===== src/rtl/gpio_edge_irq.sv =====
module gpio_edge_irq #(
  parameter int DW = 8,
  parameter int AW = 3
) (
  input  logic          clk,
  input  logic          rst_n,
  input  logic [AW-1:0] addr,
  input  logic          wr_en,
  input  logic [DW-1:0] wr_data,
  output logic [DW-1:0] rd_data,
  input  logic [DW/2-1:0] pin_in,
  output logic [DW/2-1:0] pin_out,
  output logic          irq
);
  localparam int NIN  = DW / 2;
  localparam int NOUT = DW - NIN;
  localparam logic [AW-1:0] A_DATA = AW'(0);
  localparam logic [AW-1:0] A_DIR  = AW'(1);
  localparam logic [AW-1:0] A_CFG  = AW'(3);
  localparam logic [AW-1:0] A_STS  = AW'(4);

  logic [NIN-1:0] sync1, sync2, prev;
  logic [NIN-1:0] rflag, fflag, status, clr;
  logic [NIN-1:0] rise_ev, fall_ev;
  logic [DW-1:0]  cfg;

  assign rise_ev = sync2 & ~prev;
  assign fall_ev = ~sync2 & prev;
  assign clr     = (wr_en && addr == A_STS) ? wr_data[NIN-1:0] : '0;

  always_ff @(posedge clk or negedge rst_n) begin
    if (!rst_n) begin
      sync1   <= '0;
      sync2   <= '0;
      prev    <= '0;
      rflag   <= '0;
      fflag   <= '0;
      cfg     <= '0;
      pin_out <= '0;
    end else begin
      sync1 <= pin_in;
      sync2 <= sync1;
      prev  <= sync2;
      rflag <= (rflag & ~clr) | rise_ev;
      fflag <= (fflag & ~clr) | fall_ev;
      if (wr_en && addr == A_CFG)  cfg     <= wr_data;
      if (wr_en && addr == A_DATA) pin_out <= wr_data[NOUT-1:0];
    end
  end

  for (genvar n = 0; n < NIN; n++) begin : g_vis
    assign status[n] = (cfg[2*n] & fflag[n]) | (cfg[2*n+1] & rflag[n]);
  end

  assign irq = |status;

  always_comb begin
    case (addr)
      A_DATA:  rd_data = {sync2, {NOUT{1'b0}}};
      A_DIR:   rd_data = {{NIN{1'b0}}, {NOUT{1'b1}}};
      A_CFG:   rd_data = cfg;
      A_STS:   rd_data = {{(DW-NIN){1'b0}}, status};
      default: rd_data = '0;
    endcase
  end
endmodule


===== config.mk =====
export PLATFORM = sky130hd
export DESIGN_NAME = gpio_edge_irq
export DESIGN_NICKNAME = d
export VERILOG_FILES = /design/src/rtl/gpio_edge_irq.sv
export SDC_FILE = /design/constraint.sdc
export NUM_CORES = 1
export LEC_CHECK = 0
export ABC_CLOCK_PERIOD_IN_PS = 1200
export BUFFER_PORTS_ARGS = -buffer_cell sky130_fd_sc_hd__buf_2
export CORE_MARGIN = 2
export CORE_UTILIZATION = 45
export DETAILED_ROUTE_END_ITERATION = 10
export PLACE_DENSITY_LB_ADDON = 0.05
export SLEW_MARGIN = 10
export SYNTH_ARGS = -nofsm -noshare
export SYNTH_HDL_FRONTEND = slang
export SYNTH_SLANG_ARGS = --single-unit

===== constraint.sdc =====
create_clock -name clk -period 1.2 [get_ports clk]
set_input_delay 0.24 -clock clk [delete_from_list [all_inputs] [get_ports clk]]
set_output_delay 0.24 -clock clk [all_outputs]
set_load 0.01 [all_outputs]

==> qor.csv <==
metric;value;unit
Core Box Area;3000;um^2
chip height;59.9;um
fillers;263;
Ports;31;
Tcrit/Tclk final;131;%
Skew-Pair Late Insertion Delay;0.32;ns
Leak Pwr;0.932;nW
DIE WIDTH;59.9;um
Reg clk slew, reported paths;0.09;ns
GRT met1 Usage;25.6;%
vias in the first global route;1074;
Root Driver;clkbuf_4;
FF+latch area;801;um^2
Post-Layout Cell Count;204;
Crit. End Element;output port;
failing checks;setup timing;
critical path class;reg2out;
WP data required;0.96;ns
Tmin final;1.57;ns
XOR/XNOR Fraction of Synth Area;0;%
first-pass GRT wire length;5040;um
CP Data Arrival Time;1.33;ns
grt met2 use;31.1;%
layout cells sized above 1;49.1;%
synth unique cells;19;
Iter 0 DRT Violations;46;
global routing usage on met3;7.36;%
Post-Synth Adder-Cell Area;0;%
area of the mapped netlist;1410;um^2
clk sinks;32;
total CTS buffers;5;
startpoint types;flop;
Starting Density;46.9;%
CTS tree;yes;
Min-Delay Path Class;in2reg;
grt peak-use layer;met2;
setup TNS;-2.78;ns
maxcap violations;0;
fin nets;188;
most common cell after layout, fill and taps aside;dfrtp_1;
number of port buffers;30;
largest family of logic cells by synthesized area;simple AND/OR/NAND/NOR gates;
Seq/Total Area, Yosys;56.9;%
Syn Inst Count;110;
post-synthesis mux area share;9.60;%
endpoints failing setup;9;
Compound-Gate Fraction of Synth Area;10.8;%
Routed WL per cell;15.0;um
vias per cell;5.13;
largest net degree at the start of global routing;33;
WL final;3060;um
Worst Path Max Fanout;2;
Worst Skew;0.00852;ns
Final WS setup;-0.375;ns
ANT nets after route;0;
fmax;0.635;GHz
area of the multi-input gates;537;um^2
synthesized area per cell;12.8;um^2
syn_nets;128;
number of remaining DRC errors;0;
RSZ-0062 raised after global routing;true;
Ys Warns;0;
run status;finished with violations;
DIE AREA;3590;um^2
via count;1047;
Seq cells post-synth;32;
CTS Buffer Depth;2;
Placed Cells;186;
Slew Limit Fails;0;
GRT overflow;0;
DRT Pass-1 Iters;4;
Worst VDD drop;757;uV
Synth Area in Simple Gates;15.3;%
Site Rows;20;
Max-slew headroom;73.6;%
Slew @ Worst Pin;0.396;ns
GP Congestion;0.760;
H-tree depth;2;
final hold violation count;0;
All-Layer GR Usage;20.1;%
Detailed Place HPWL;2180;um
initial antenna violation count;0;
Layout area overhead;32.4;%
Pwr Density;1300;nW/um^2
commonest non-fill, non-tap cells in the layout;32 x dfrtp_1, 30 x buf_2, 22 x buf_4, 16 x inv_1, 12 x mux2_2;
Ant. Diodes;0;
## synthesized netlist by cell type
cell type   n  area (um^2)
a21oi_1     4         20.0
and4bb_2    1         12.5
nand4_1     1         6.26
nand4b_4    1         23.8
nand3_1     4         20.0
dfrtp_1    32          801
nor2b_1     4         25.0
or3b_4      1         11.3
mux2_2     12          135
inv_1      16         60.1
o221ai_1    8         70.1
or2b_1      1         7.51
buf_6       4         45.0
o22ai_1     3         18.8
a22oi_1     4         30.0
o22ai_2     1         12.5
or3b_1      4         35.0
nor4b_4     1         23.8
nand2b_1    8         50.1
## where the power goes
| part | switching [mW] | internal (mW) | total (mW) |
|---|---|---|---|
| combinational | 0.234 | 0.297 | 0.530 |
| sequential | 0.0788 | 1.19 | 1.27 |
| clock | 0.329 | 0.289 | 0.618 |
## cell families after synthesis
logic type | Yosys count
compound gates | 20
buf+inv | 20
flops | 32
mux | 12
simple gates | 26
## final cells by class
type	count	area share (%)
tap	33	2.21
inverter	16	3.22
timing repair buffer	57	19.7
sequential	32	43.0
multi-input combinational	58	28.8
clock buffer	8	3.15
## worst paths after layout
check | start | end | slack [ns] | cells after the start
min in group asynchronous | rst_n | fflag[0]$_DFF_PN0_ | 0.46 | 3
worst min register to register | sync1[3]$_DFF_PN0_ | sync2[3]$_DFF_PN0_ | 0.35 | 0
worst min-delay path | pin_in[3] | sync1[3]$_DFF_PN0_ | 0.03 | 1
worst max-delay path | sync2[1]$_DFF_PN0_ | rd_data[5] | -0.37 | 3
worst max register to register | sync2[3]$_DFF_PN0_ | rflag[3]$_DFF_PN0_ | 0.27 | 4
max in group asynchronous | rst_n | sync2[3]$_DFF_PN0_ | 0.45 | 3
## worst max-delay path: stages, from the launching register on
cell	delay [ns]
dfrtp_1	0.38
or3b_1	0.37
a21oi_2	0.13
buf_2	0.14
## sequential cells by signal, summed over array words and instances, names as in the netlist
register	count
pin_out	4
prev	4
sync1	4
fflag	4
sync2	4
cfg	8
rflag	4
## through the flow
stage / utilization [%] / setup WS (ns) / cell area [um^2] / hold WS (ns) / power, mW
after floorplan: - / -0.0374 / 1410 / -0.0556 / 1.51
final: 62.1 / -0.375 / 1860 / 0.0276 / 2.42
after global placement: 56.0 / -0.230 / 1680 / 0.277 / 1.74
after detailed placement: 56.0 / -0.242 / 1680 / 0.284 / 1.76
after CTS: 61.3 / -0.407 / 1840 / 0.000643 / 2.45
after global routing: 62.1 / -0.471 / 1860 / 0.000149 / 2.57
## repair_timing
action / 4_1_cts / 5_1_grt
endpoints found under the hold margin: 33 / 2
resized for setup: 8 / 1
setup endpoints to repair: 9 / 9
pin swaps: 10 / 1
buffers inserted: 6 / 0
hold buffers: 2 / 2
## layer usage
layer,vias up,wire length (um)
li1,512,-
met1,503,1400
met2,28,1450
met3,4,180
met4,0,40
met5,-,0
Note: power is estimated with default switching activity, not from simulation.
